$ cat src/rtl/bat_pkg.sv
package bat_pkg;

    localparam int WORD_W = 32;

    // Field positions inside the two entry words
    localparam int HI_TOP  = 31;
    localparam int HI_BOT  = 28;
    localparam int LO_TOP  = 27;
    localparam int LO_BOT  = 17;
    localparam int LEN_TOP = 12;
    localparam int LEN_BOT = 2;
    localparam int OFS_TOP = 16;
    localparam int OFS_BOT = 12;
    localparam int SUP_BIT = 1;
    localparam int USR_BIT = 0;

    typedef struct packed {
        logic rd;
        logic wr;
        logic ex;
    } perm_t;

    typedef struct packed {
        logic              hit;
        logic [WORD_W-1:0] raddr;
        logic [1:0]        prot;
    } match_t;

    // Block-length field moved to the positions it masks
    function automatic logic [WORD_W-1:0] len_mask(input logic [WORD_W-1:0] up);
        logic [WORD_W-1:0] m;
        m = '0;
        m[LO_TOP:LO_BOT] = up[LEN_TOP:LEN_BOT];
        return m;
    endfunction

    function automatic perm_t prot_decode(input logic [1:0] code);
        perm_t p;
        unique case (code)
            2'b00:   p = '{rd: 1'b0, wr: 1'b0, ex: 1'b0};
            2'b10:   p = '{rd: 1'b1, wr: 1'b1, ex: 1'b1};
            default: p = '{rd: 1'b1, wr: 1'b0, ex: 1'b1};
        endcase
        return p;
    endfunction

    function automatic logic access_ok(input perm_t p, input logic fetch,
                                       input logic write);
        logic ok;
        if (fetch)      ok = p.ex;
        else if (write) ok = p.wr;
        else            ok = p.rd;
        return ok;
    endfunction

endpackage

$ cat src/rtl/bat_regfile.sv
module bat_regfile
    import bat_pkg::*;
#(
    parameter int NUM_ENT = 4,
    localparam int IDX_W  = (NUM_ENT > 1) ? $clog2(NUM_ENT) : 1
) (
    input  logic                            clk,
    input  logic                            rst,
    input  logic                            wr_en,
    input  logic                            wr_instr,
    input  logic                            wr_upper,
    input  logic [IDX_W-1:0]                wr_idx,
    input  logic [WORD_W-1:0]               wr_data,
    input  logic                            sel_instr,
    output logic [NUM_ENT-1:0][WORD_W-1:0]  up_sel,
    output logic [NUM_ENT-1:0][WORD_W-1:0]  lo_sel
);

    logic [NUM_ENT-1:0][WORD_W-1:0] i_up, i_lo, d_up, d_lo;

    for (genvar e = 0; e < NUM_ENT; e++) begin : g_ent
        logic hit_idx;
        assign hit_idx = wr_en && (wr_idx == IDX_W'(e));

        always_ff @(posedge clk) begin
            if (rst) begin
                i_up[e] <= '0;
                i_lo[e] <= '0;
                d_up[e] <= '0;
                d_lo[e] <= '0;
            end else if (hit_idx) begin
                if (wr_instr &&  wr_upper) i_up[e] <= wr_data;
                if (wr_instr && !wr_upper) i_lo[e] <= wr_data;
                if (!wr_instr &&  wr_upper) d_up[e] <= wr_data;
                if (!wr_instr && !wr_upper) d_lo[e] <= wr_data;
            end
        end

        assign up_sel[e] = sel_instr ? i_up[e] : d_up[e];
        assign lo_sel[e] = sel_instr ? i_lo[e] : d_lo[e];
    end

endmodule

$ cat src/rtl/bat_entry_cmp.sv
module bat_entry_cmp
    import bat_pkg::*;
(
    input  logic [WORD_W-1:0] up_word,
    input  logic [WORD_W-1:0] lo_word,
    input  logic [WORD_W-1:0] addr,
    input  logic              user,
    output match_t            res
);

    logic [WORD_W-1:0] msk;
    logic              lvl_ok, hi_eq, lo_eq;
    logic [LO_TOP:LO_BOT] lo_addr;
    logic              unused_fields;

    assign msk     = len_mask(up_word);
    assign lvl_ok  = user ? up_word[USR_BIT] : up_word[SUP_BIT];
    assign hi_eq   = (addr[HI_TOP:HI_BOT] == up_word[HI_TOP:HI_BOT]);
    assign lo_addr = addr[LO_TOP:LO_BOT] & ~msk[LO_TOP:LO_BOT];
    assign lo_eq   = (lo_addr == up_word[LO_TOP:LO_BOT]);

    always_comb begin
        res.hit   = lvl_ok && hi_eq && lo_eq;
        res.prot  = lo_word[1:0];
        res.raddr = '0;
        res.raddr[HI_TOP:HI_BOT]  = lo_word[HI_TOP:HI_BOT];
        res.raddr[LO_TOP:LO_BOT]  = (addr[LO_TOP:LO_BOT] & msk[LO_TOP:LO_BOT])
                                  | lo_word[LO_TOP:LO_BOT];
        res.raddr[OFS_TOP:OFS_BOT] = addr[OFS_TOP:OFS_BOT];
    end

    assign unused_fields = ^{up_word[OFS_TOP:LEN_TOP+1], lo_word[OFS_TOP:2],
                             addr[OFS_BOT-1:0]};

endmodule

$ cat src/rtl/bat_prio_sel.sv
module bat_prio_sel
    import bat_pkg::*;
#(
    parameter int NUM_ENT = 4
) (
    input  match_t [NUM_ENT-1:0] cand,
    output match_t               win
);

    always_comb begin
        win = '0;
        for (int e = NUM_ENT - 1; e >= 0; e--) begin
            if (cand[e].hit) win = cand[e];
        end
    end

endmodule

$ cat src/rtl/bat_xlate_top.sv
module bat_xlate_top
    import bat_pkg::*;
#(
    parameter int NUM_ENT = 4,
    localparam int IDX_W  = (NUM_ENT > 1) ? $clog2(NUM_ENT) : 1
) (
    input  logic              clk,
    input  logic              rst,
    input  logic              wr_en,
    input  logic              wr_instr,
    input  logic              wr_upper,
    input  logic [IDX_W-1:0]  wr_idx,
    input  logic [31:0]       wr_data,
    input  logic              req_valid,
    input  logic [31:0]       req_addr,
    input  logic              req_fetch,
    input  logic              req_write,
    input  logic              req_user,
    output logic              rsp_valid,
    output logic              rsp_hit,
    output logic [31:0]       rsp_raddr,
    output logic              rsp_grant,
    output logic              rsp_fault
);

    logic [NUM_ENT-1:0][WORD_W-1:0] up_sel, lo_sel;
    match_t [NUM_ENT-1:0]           cand;
    match_t                         win;
    perm_t                          perm;
    logic                           ok;

    bat_regfile #(.NUM_ENT(NUM_ENT)) u_regs (
        .clk      (clk),
        .rst      (rst),
        .wr_en    (wr_en),
        .wr_instr (wr_instr),
        .wr_upper (wr_upper),
        .wr_idx   (wr_idx),
        .wr_data  (wr_data),
        .sel_instr(req_fetch),
        .up_sel   (up_sel),
        .lo_sel   (lo_sel)
    );

    for (genvar e = 0; e < NUM_ENT; e++) begin : g_cmp
        bat_entry_cmp u_cmp (
            .up_word(up_sel[e]),
            .lo_word(lo_sel[e]),
            .addr   (req_addr),
            .user   (req_user),
            .res    (cand[e])
        );
    end

    bat_prio_sel #(.NUM_ENT(NUM_ENT)) u_prio (
        .cand(cand),
        .win (win)
    );

    assign perm = prot_decode(win.prot);
    assign ok   = access_ok(perm, req_fetch, req_write);

    always_ff @(posedge clk) begin
        if (rst) begin
            rsp_valid <= 1'b0;
            rsp_hit   <= 1'b0;
            rsp_raddr <= '0;
            rsp_grant <= 1'b0;
            rsp_fault <= 1'b0;
        end else begin
            rsp_valid <= req_valid;
            if (req_valid) begin
                rsp_hit   <= win.hit;
                rsp_raddr <= win.raddr;
                rsp_grant <= win.hit && ok;
                rsp_fault <= win.hit && !ok;
            end
        end
    end

endmodule

$ cat config.mk
export PLATFORM = sky130hd
export DESIGN_NAME = bat_xlate_top
export DESIGN_NICKNAME = d
export VERILOG_FILES = /design/src/rtl/bat_pkg.sv /design/src/rtl/bat_regfile.sv /design/src/rtl/bat_entry_cmp.sv /design/src/rtl/bat_prio_sel.sv /design/src/rtl/bat_xlate_top.sv
export SDC_FILE = /design/constraint.sdc
export NUM_CORES = 1
export LEC_CHECK = 0
export BUFFER_PORTS_ARGS = -buffer_cell sky130_fd_sc_hd__buf_2
export CAP_MARGIN = 5
export CELL_PAD_IN_SITES_DETAIL_PLACEMENT = 0
export CELL_PAD_IN_SITES_GLOBAL_PLACEMENT = 1
export CORE_MARGIN = 4
export CORE_UTILIZATION = 35
export DETAILED_ROUTE_END_ITERATION = 12
export PLACE_DENSITY = 0.65
export SYNTH_ARGS = -nofsm -noshare
export SYNTH_HDL_FRONTEND = slang
export SYNTH_SLANG_ARGS = --single-unit
$ cat constraint.sdc
create_clock -name clk -period 4.05 [get_ports clk]
set_input_delay 0.81 -clock clk [delete_from_list [all_inputs] [get_ports clk]]
set_output_delay 0.81 -clock clk [all_outputs]
set_load 0.005 [all_outputs]
==> results of run 1 <==
## worst max-delay path: stages
cell,delay [ns]
buf_6,0.23
buf_4,0.38
mux2i_1,0.26
xor2_1,0.20
o2111ai_1,0.15
nor3_2,0.26
buf_4,0.18
o21a_2,0.21
o311a_1,0.19
o21ai_1,0.13
a222oi_1,0.56
o32ai_1,0.17
## routing by layer
metal / track usage, % / up-vias
met5: 2.48 / -
met2: 38.5 / 504
met4: 10.4 / 6
li1: - / 7646
met3: 4.29 / 137
met1: 34.1 / 7634
## registers in the layout (all words and copies together), names as in the netlist, 20 cells and up
register and count:
u_regs.i_up 112, rsp_raddr 20, u_regs.d_lo 68, u_regs.d_up 112
u_regs.i_lo 68
## power by group through the flow
| stage | clock network [W] | logic, W | registers, W |
|---|---|---|---|
| 6_report | 0.00429 | 0.000649 | 0.00386 |
| 5_1_grt | 0.00452 | 0.000695 | 0.00386 |
| 4_1_cts | 0.00437 | 0.000645 | 0.00386 |
| 3_5_place_dp | 0 | 0.000642 | 0.00394 |
| 3_3_place_gp | 0 | 0.000640 | 0.00394 |
| 2_1_floorplan | 0 | 0.000393 | 0.00393 |
## through the flow
stage,setup slack [ns],instances
4_1_cts,0.753,2941
6_report,0.693,2942
2_1_floorplan,0.963,2302
5_1_grt,0.534,2941
3_3_place_gp,0.165,2862
3_5_place_dp,0.172,2862
## synth_stat cells, drive strengths merged (2+ instances only)
cell / number
a21o: 11
o21ai: 47
nand2: 772
o2111ai: 7
or3: 3
a211o: 11
and3: 2
nor3: 33
a21oi: 458
xnor2: 58
a22oi: 5
a211oi: 44
xor2: 16
nor2: 39
mux2: 7
o21a: 2
dfxtp: 384
a311o: 11
clkbuf: 166
nand3: 11
nand2b: 9
buf: 34
nand4: 17
a221oi: 2
o22ai: 3
o211ai: 10
or2: 2
nor3b: 6
nor4: 5
mux4: 4
nor2b: 60
mux2i: 27
inv: 10
## cell families after synthesis
kind of cell / Yosys count
flip-flops: 384
multiplexers: 38
AO/OA/AOI/OAI: 619
AND/OR/NAND/NOR: 964
XOR/XNOR: 74
other: 1
buffers and inverters: 211
## area by class of cell
| type | instances | area share (%) |
|---|---|---|
| Antenna cell | 1 | 0.0127 |
| Clock buffer | 67 | 7.08 |
| Clock inverter | 12 | 0.860 |
| Inverter | 11 | 0.210 |
| Multi-Input combinational cell | 1707 | 43.8 |
| Sequential cell | 384 | 39.1 |
| Tap cell | 615 | 3.92 |
| Timing Repair Buffer | 145 | 4.96 |
## path summary, 6_finish.rpt
kind / startpoint / endpoint / slack (ns) / cells after the start
max: req_fetch / rsp_fault$_SDFFE_PP0P_ / 0.69 / 12
min: u_regs.i_lo[0]$_SDFFE_PP0P_ / u_regs.i_lo[0]$_SDFFE_PP0P_ / 0.45 / 2
max reg2reg: u_regs.i_up[0]$_SDFFE_PP0P_ / rsp_fault$_SDFFE_PP0P_ / 1.06 / 11
min reg2reg: u_regs.i_lo[0]$_SDFFE_PP0P_ / u_regs.i_lo[0]$_SDFFE_PP0P_ / 0.45 / 2
==> flow_summary.json, run 1 <==
{
  "synth_cell_type_count": 60,
  "rsz0062_at_grt": "no",
  "cts_tree": "yes",
  "cts_root_buf": "clkbuf_16",
  "final_cell_mix": "nand2_1, a21oi_1, dfxtp_1, buf_2, nor2b_1",
  "critPathArrivalTime_ns": 3.78,
  "wire_per_inst_um": 22.9,
  "synth_area_mm2": 0.0171,
  "mostFrequentLayoutCell": "nand2_1",
  "synth-compound-area-share_pct": 20.2,
  "synthAdderAreaFrac_pct": 0,
  "p_seq_share_pct": 43.8,
  "hold_path.class": "register to register",
  "synth-simple-area-share_pct": 23.2,
  "cp-start-kind": "primary input",
  "grt_pass1_wl_um": 99000,
  "ys_top_cells_by_area": "dfxtp_1, nand2_1, a21oi_1, clkbuf_1, xnor2_1",
  "syn_avg_cell_area_um2": 7.47,
  "tns_ns": 0,
  "slew_headroom_pct": 25.2,
  "detailed_place.area_mm2": 0.0181,
  "synth_ff_type": "dfxtp_1",
  "max_slew.worst_pin.slew_ns": 1.12,
  "period_share_pct": 82.9,
  "powerDensity_mw_per_mm2": 448,
  "status": "complete, no violations",
  "port_buffers": 82,
  "core_mm2": 0.0480,
  "path_class": "primary input to register",
  "switching_share_pct": 24.7,
  "ctsResizeCount": 0,
  "vias": 15927,
  "synth-seq-cells": 384,
  "async_flop_share_pct": 0,
  "skew_ns": 0.0206,
  "cts.sinks": 384,
  "grt_pass1_vias": 14892,
  "synthMuxAreaShare_pct": 2.56,
  "post-route-drc-count": 0,
  "cp.required_ns": 4.47,
  "synth_top_family_by_area": "simple AND/OR/NAND/NOR gates",
  "wl_met3_um": 4520,
  "drive_above_1_share_pct": 10.7,
  "wl_um": 67400,
  "grt_max_degree": 113,
  "yosysTopAreaCell": "dfxtp_1",
  "grt_remaining_overflow": 0,
  "dp_hpwl_um": 43800,
  "final_core_util_pct": 40.9,
  "start_util_pct": 35.6,
  "synth_top_area_share_pct": 44.9,
  "dieArea_mm2": 0.0525,
  "gp_congestion": 0.844,
  "pwr-share-comb_pct": 7.4,
  "p_leak_nw": 6.49,
  "maxSlewViolCount": 0,
  "cts.path.max_buffers": 3,
  "wl_met2_um": 30200,
  "antenna_left": 0,
  "setup_violations": 0,
  "area_growth_pct": 14.7,
  "numCtsBuffers": 45,
  "row_count": 80,
  "p_int_w": 0.00662,
  "synth_xor_area_share_pct": 3.78,
  "fillers": 4993,
  "vdd.ir_drop.worst_uv": 260,
  "max_freq_ghz": 0.298,
  "final_nets": 2369,
  "final_area_mm2": 0.0196,
  "multi_input_area_mm2": 0.00861,
  "p_sw_w": 0.00218,
  "drt-met1-wl_um": 29700,
  "power_w": 0.00880,
  "antenna_found_initial": 5,
  "endpoint_kind": "register",
  "drv_cap": 0,
  "power_frac_clock_pct": 48.8,
  "path_max_fanout": 26,
  "io_pins": 111,
  "hold_viol": 0,
  "synth_edf_count": 0,
  "grt_usage_pct": 24.9,
  "syn_inst": 2291,
  "yosysWarnings": 0,
  "cts-hold-fix-buffers": 0,
  "ys_seq_area_share_pct": 44.9,
  "highest_layer": "met5",
  "period_minus_slack_ns": 3.36,
  "die_y_um": 229,
  "die_w_um": 229,
  "drt_iter0_markers": 1586,
  "htree_levels": 2,
  "clkLatencyLatePin_ns": 0.58,
  "hold_slack_ns": 0.453,
  "clk_pin_slew_ns": 0.06,
  "cts_setup_buffers": 0,
  "vias_per_cell": 5.41,
  "seq_area_mm2": 0.00769,
  "dr.pass1.iters": 5
}
(Power assumes the default switching activity.)
==> run 2: changes to the inputs <==
- PLACE_DENSITY: 0.65 -> 0.67
- clock period: 4.05 -> 2.8 ns (I/O delays scaled with it)
==> run 2 against run 1 <==
  * Flip-flop and latch count unchanged
  * Clock power increased by 36%
  * Clock skew fell by 0.0033 ns
  * Highest routed layer is now met4
  * Via count rose by 2.5%
  * Non-clock buffer count grew 83
  * Cell count increased by 3.1%
  * Critical path type is now register to register
  * Sequential share of layout area decreased by 1.4 points
  * Final area increased by 3.8%
  * Critical path depth is 2 lower
==> flow_summary.json, run 2 (synthesized netlist as in run 1, its figures left out) <==
{
  "status": "complete, no violations",
  "die_w_um": 229,
  "clkLatencyLatePin_ns": 0.59,
  "antenna_left": 0,
  "die_y_um": 229,
  "seq_area_mm2": 0.00769,
  "fillers": 4968,
  "grt_max_degree": 106,
  "hold_viol": 0,
  "maxSlewViolCount": 0,
  "fin_cells": 3034,
  "endpoint_kind": "register",
  "tns_ns": 0,
  "htree_levels": 2,
  "grt_pass1_wl_um": 99700,
  "setup_ws_ns": 0.0785,
  "pre_cts_ws_ns": -0.912,
  "reg.largest.list": "u_regs.d_up x112, u_regs.i_up x112",
  "skew_ns": 0.0173,
  "vias_per_cell": 5.38,
  "clk_pin_slew_ns": 0.06,
  "numCtsBuffers": 45,
  "final_nets": 2453,
  "multi_input_area_mm2": 0.00871,
  "place_inst": 2943,
  "period_minus_slack_ns": 2.72,
  "grt_pass1_vias": 15280,
  "critPathArrivalTime_ns": 3.18,
  "vdd.ir_drop.worst_uv": 371,
  "grt_usage_pct": 24.8,
  "drt_iter0_markers": 1698,
  "final_cell_mix": "nand2_1, a21oi_1, dfxtp_1, buf_4, buf_2",
  "detailed_place.area_mm2": 0.0188,
  "cp-start-kind": "register",
  "core_mm2": 0.0480,
  "drive_above_1_share_pct": 14.2,
  "p_leak_nw": 6.91,
  "max_slew.worst_pin.slew_ns": 0.608,
  "wl_um": 67400,
  "dr.pass1.iters": 5,
  "area_growth_pct": 19.1,
  "post-route-drc-count": 0,
  "slowest_delay_ns": 0.50,
  "vias": 16323,
  "mostFrequentLayoutCell": "nand2_1",
  "cts_root_buf": "clkbuf_16",
  "row_count": 80,
  "wire_per_inst_um": 22.2,
  "grt_remaining_overflow": 0,
  "gp_congestion": 0.871,
  "dp_hpwl_um": 45200,
  "io_pins": 111,
  "final_area_mm2": 0.0204,
  "antenna_found_initial": 2,
  "powerDensity_mw_per_mm2": 611,
  "cts_tree": "yes",
  "drv_cap": 0,
  "crit_path_top_delay_cell": "o21ai_0",
  "period_share_pct": 97.2,
  "port_buffers": 82,
  "dieArea_mm2": 0.0525,
  "path_class": "register to register",
  "power_w": 0.0125,
  "max_freq_ghz": 0.367,
  "setup_violations": 0,
  "path_max_fanout": 6,
  "slew_headroom_pct": 59.5,
  "hold_path.class": "primary input to register",
  "start_util_pct": 35.6,
  "cts.sinks": 384,
  "cp.required_ns": 3.26,
  "cts.path.max_buffers": 3,
  "crit_chain": "nor2b_1, xnor2_1, buf_4, nand4_1, nor3_1, o21ai_2, or2_4, o21ai_0, a311o_1, a21oi_1"
}
-- run 2: critical path, delay by kind of cell (launching register included) --
family	cells	cell delay (ns)
AND/OR/NAND/NOR	4	1.03
AO/OA/AOI/OAI	4	0.95
XOR/XNOR	1	0.15
flip-flops	1	0.32
buffers and inverters	1	0.14
-- run 2: timing repair --
action                     4_1_cts  5_1_grt
gates resized for setup         11       19
buffers inserted                 1        1
setup endpoints to repair       16       22
hold buffers                     0        0
cloned                           1        0
pin swaps                        2        5
-- run 2: worst paths after layout --
path	startpoint	to	slack, ns	cells after the start
setup / recovery	u_regs.i_up[43]$_SDFFE_PP0P_	rsp_raddr[23]$_SDFFE_PP0P_	0.08	10
hold reg to reg	u_regs.d_lo[30]$_SDFFE_PP0P_	u_regs.d_lo[30]$_SDFFE_PP0P_	0.45	2
hold / removal	req_addr[13]	rsp_raddr[13]$_SDFFE_PP0P_	0.21	3
setup reg to reg	u_regs.i_up[43]$_SDFFE_PP0P_	rsp_raddr[23]$_SDFFE_PP0P_	0.08	10
-- run 2: final cells by class --
class                           instances  share of cell area, %
Tap cell                              615                   3.77
Clock inverter                         14                  0.595
Clock buffer                           70                   6.57
Timing Repair Buffer                  228                   8.38
Antenna cell                            4                 0.0491
Inverter                               11                  0.202
Multi-Input combinational cell       1708                   42.7
Sequential cell                       384                   37.7
-- run 2: per-stage QoR --
step / hold slack [ns] / util, %
3_3_place_gp: 0.440 / 39.1
4_1_cts: 0.185 / 42.2
5_1_grt: 0.208 / 42.4
6_report: 0.209 / 42.4
3_5_place_dp: 0.446 / 39.1
2_1_floorplan: 0.432 / -
-- run 2: routing by layer --
layer | vias up | global-route usage, % | share of wire, %
met1 | 7921 | 33.9 | 45
met3 | 124 | 4.46 | 6.4
met4 | 0 | 8.92 | 3.2
met5 | - | 0 | 0
met2 | 457 | 39.4 | 46
li1 | 7821 | - | -
-- run 2: power breakdown --
part | switching (W) | internal (W)
Sequential | 0.0000444 | 0.00553
Combinational | 0.000702 | 0.000333
Clock | 0.00245 | 0.00340
==> run 3: changes to the inputs <==
- PLACE_DENSITY: 0.67 -> 0.65
- RECOVER_POWER: not set -> 25
- clock period: 2.8 -> 3.25 ns (I/O delays scaled with it)
==> run 3 against run 2 <==
  * The flow now finishes with violations (capacitance limit, slew limit)
  * Final area decreased by 1.3%
  * Cell count decreased by 0.82%
  * Sequential power decreased by 14%
  * Global-route usage increased by 0.20 points
  * Highest routed layer unchanged
==> flow_summary.json, run 3 (synthesized netlist as in run 1, its figures left out) <==
{
  "period_share_pct": 97.8,
  "reg2reg_depth": 11,
  "hold_path.class": "primary input to register",
  "final_cell_mix": "nand2_1, a21oi_1, dfxtp_1, buf_4, buf_2",
  "io_pins": 111,
  "switching_share_pct": 25.0,
  "p_sw_w": 0.00270,
  "post-route-drc-count": 0,
  "slowest_delay_ns": 0.47,
  "drive_above_1_share_pct": 12.9,
  "antenna_left": 0,
  "die_w_um": 229,
  "highest_layer": "met4",
  "crit_path_top_delay_cell": "nor3_1",
  "vias_per_cell": 5.40,
  "r2r-start": "u_regs.d_up[39]$_SDFFE_PP0P_",
  "wl_met2_um": 31900,
  "clkLatencyLatePin_ns": 0.56,
  "clk_pin_slew_ns": 0.06,
  "reg.largest.list": "u_regs.d_up x112, u_regs.i_up x112",
  "fillers": 4899,
  "period_minus_slack_ns": 3.18,
  "numCtsBuffers": 44,
  "worst_path_most_repeated_cell": "buf_12",
  "mostFrequentLayoutCell": "nand2_1",
  "cp.required_ns": 3.68,
  "grt_usage_pct": 25.0,
  "max_slew.worst_pin.slew_ns": 1.82,
  "start_util_pct": 35.6,
  "skew_ns": 0.0129,
  "final_area_mm2": 0.0201,
  "p_leak_nw": 6.78,
  "detailed_place.area_mm2": 0.0187,
  "maxSlewViolCount": 116,
  "slew_headroom_pct": -21.6,
  "core_mm2": 0.0480,
  "dieArea_mm2": 0.0525,
  "p_seq_share_pct": 44.5,
  "cts.sinks": 384,
  "critPathArrivalTime_ns": 3.61,
  "row_count": 80,
  "cp-start-kind": "primary input",
  "violations": "capacitance limit, slew limit",
  "wl_um": 68000,
  "cts-hold-fix-buffers": 0,
  "vdd.ir_drop.worst_uv": 301,
  "cts.path.max_buffers": 3,
  "htree_levels": 2,
  "area_growth_pct": 17.5,
  "setup_violations": 0,
  "grt_pass1_wl_um": 100000,
  "drt-met1-wl_um": 30500,
  "cts_tree": "yes",
  "drt_iter0_markers": 1688,
  "grt_pass1_vias": 15218,
  "dr.pass1.iters": 6,
  "p_int_w": 0.00811,
  "hold_viol": 0,
  "powerDensity_mw_per_mm2": 537,
  "cts_root_buf": "clkbuf_16",
  "antenna_found_initial": 1,
  "gp_congestion": 0.856,
  "grt_max_degree": 99,
  "r2r_end": "rsp_raddr[18]$_SDFFE_PP0P_",
  "path_class": "primary input to register",
  "dp_hpwl_um": 46000,
  "pwr-share-comb_pct": 8.0,
  "diodes": 0,
  "max_freq_ghz": 0.315,
  "final_nets": 2435,
  "r2r_slack_ns": 0.15,
  "critPathLaunch": "req_fetch",
  "wire_per_inst_um": 22.6,
  "grt_remaining_overflow": 0,
  "port_buffers": 82,
  "vias": 16239,
  "rsz0062_at_grt": "no",
  "cts_setup_buffers": 0,
  "status": "finished, violations left",
  "tns_ns": 0,
  "endpoint_kind": "register",
  "die_y_um": 229,
  "crit_end": "rsp_raddr[18]$_SDFFE_PP0P_",
  "crit_chain": "buf_6, buf_12, buf_12, inv_1, a221oi_1, o211ai_1, nor3_1, buf_4, o21ai_1, or2_2, buf_12, o21ai_1, a311o_1, a21oi_1",
  "drv_cap": 4,
  "wl_met3_um": 3940,
  "power_frac_clock_pct": 47.5,
  "path_max_fanout": 23
}
## run 3: changes by cell type in the layout (fill, tap and decap cells not counted), moves of 2 or more
cell,delta
buf_4,-17
diode_2,-4
o21ai_0,+4
buf_6,-3
nor4_1,+3
o21ai_1,-3
bufinv_16,+2
clkinvlp_4,+2
inv_6,-2
nor4_2,-2
or2_4,-2
## run 3: final cells by class
cell class	instances	area (um2)	area share, %
Clock inverter	14	150	0.746
Tap cell	615	769	3.82
Sequential cell	384	7690	38.2
Clock buffer	66	1340	6.63
Multi-Input combinational cell	1707	8600	42.7
Timing Repair Buffer	212	1550	7.68
Inverter	11	41.3	0.205
## run 3: what timing repair did
item                       4_1_cts  5_1_grt
gates resized for setup          3        1
setup endpoints to repair        3        1
pin swaps                        0        0
## run 3: metrics by stage
| stage | power, W | setup slack (ns) | hold slack, ns | util [%] | std cells |
|---|---|---|---|---|---|
| after CTS | 0.0109 | 0.0747 | 0.292 | 41.9 | 3009 |
| after global routing | 0.0111 | 0.0000409 | 0.324 | 41.9 | 3009 |
| final | 0.0108 | 0.0712 | 0.322 | 41.9 | 3009 |
| after detailed placement | 0.00577 | -0.650 | 0.445 | 38.8 | 2929 |
| after global placement | 0.00576 | -0.647 | 0.439 | 38.8 | 2929 |
| after floorplan | 0.00539 | 0.323 | 0.432 | - | 2302 |
## run 3: worst min-delay path by stage
stage                                       from                           end  slack (ns)  cells past startpoint
floorplan           u_regs.d_lo[65]$_SDFFE_PP0P_  u_regs.d_lo[65]$_SDFFE_PP0P_        0.43                      2
global placement    u_regs.i_up[32]$_SDFFE_PP0P_  u_regs.i_up[32]$_SDFFE_PP0P_        0.44                      2
detailed placement  u_regs.d_lo[31]$_SDFFE_PP0P_  u_regs.d_lo[31]$_SDFFE_PP0P_        0.45                      2
CTS                                 req_addr[14]    rsp_raddr[14]$_SDFFE_PP0P_        0.29                      3
global route                        req_addr[14]    rsp_raddr[14]$_SDFFE_PP0P_        0.32                      3
finish                              req_addr[12]    rsp_raddr[12]$_SDFFE_PP0P_        0.32                      3
## run 3: routing by layer
metal	GRT usage, %	vias up
met5	0	-
met4	6.41	0
met3	2.85	91
met2	41.2	531
met1	35.1	7831
li1	-	7786
## run 3: worst max-delay path, delay by kind of cell
family                 cells  cell delay, ns
AOI/OAI and AO/OA          6            1.20
buffers and inverters      6            0.92
and+or+nand+nor            2            0.83
## run 3: power groups by stage
| stage | registers, W | clock network [W] | logic [W] |
|---|---|---|---|
| after floorplan | 0.00490 | 0 | 0.000490 |
| final | 0.00481 | 0.00513 | 0.000868 |
| after detailed placement | 0.00491 | 0 | 0.000861 |
| after global routing | 0.00481 | 0.00539 | 0.000925 |
| after global placement | 0.00491 | 0 | 0.000857 |
| after CTS | 0.00480 | 0.00522 | 0.000865 |
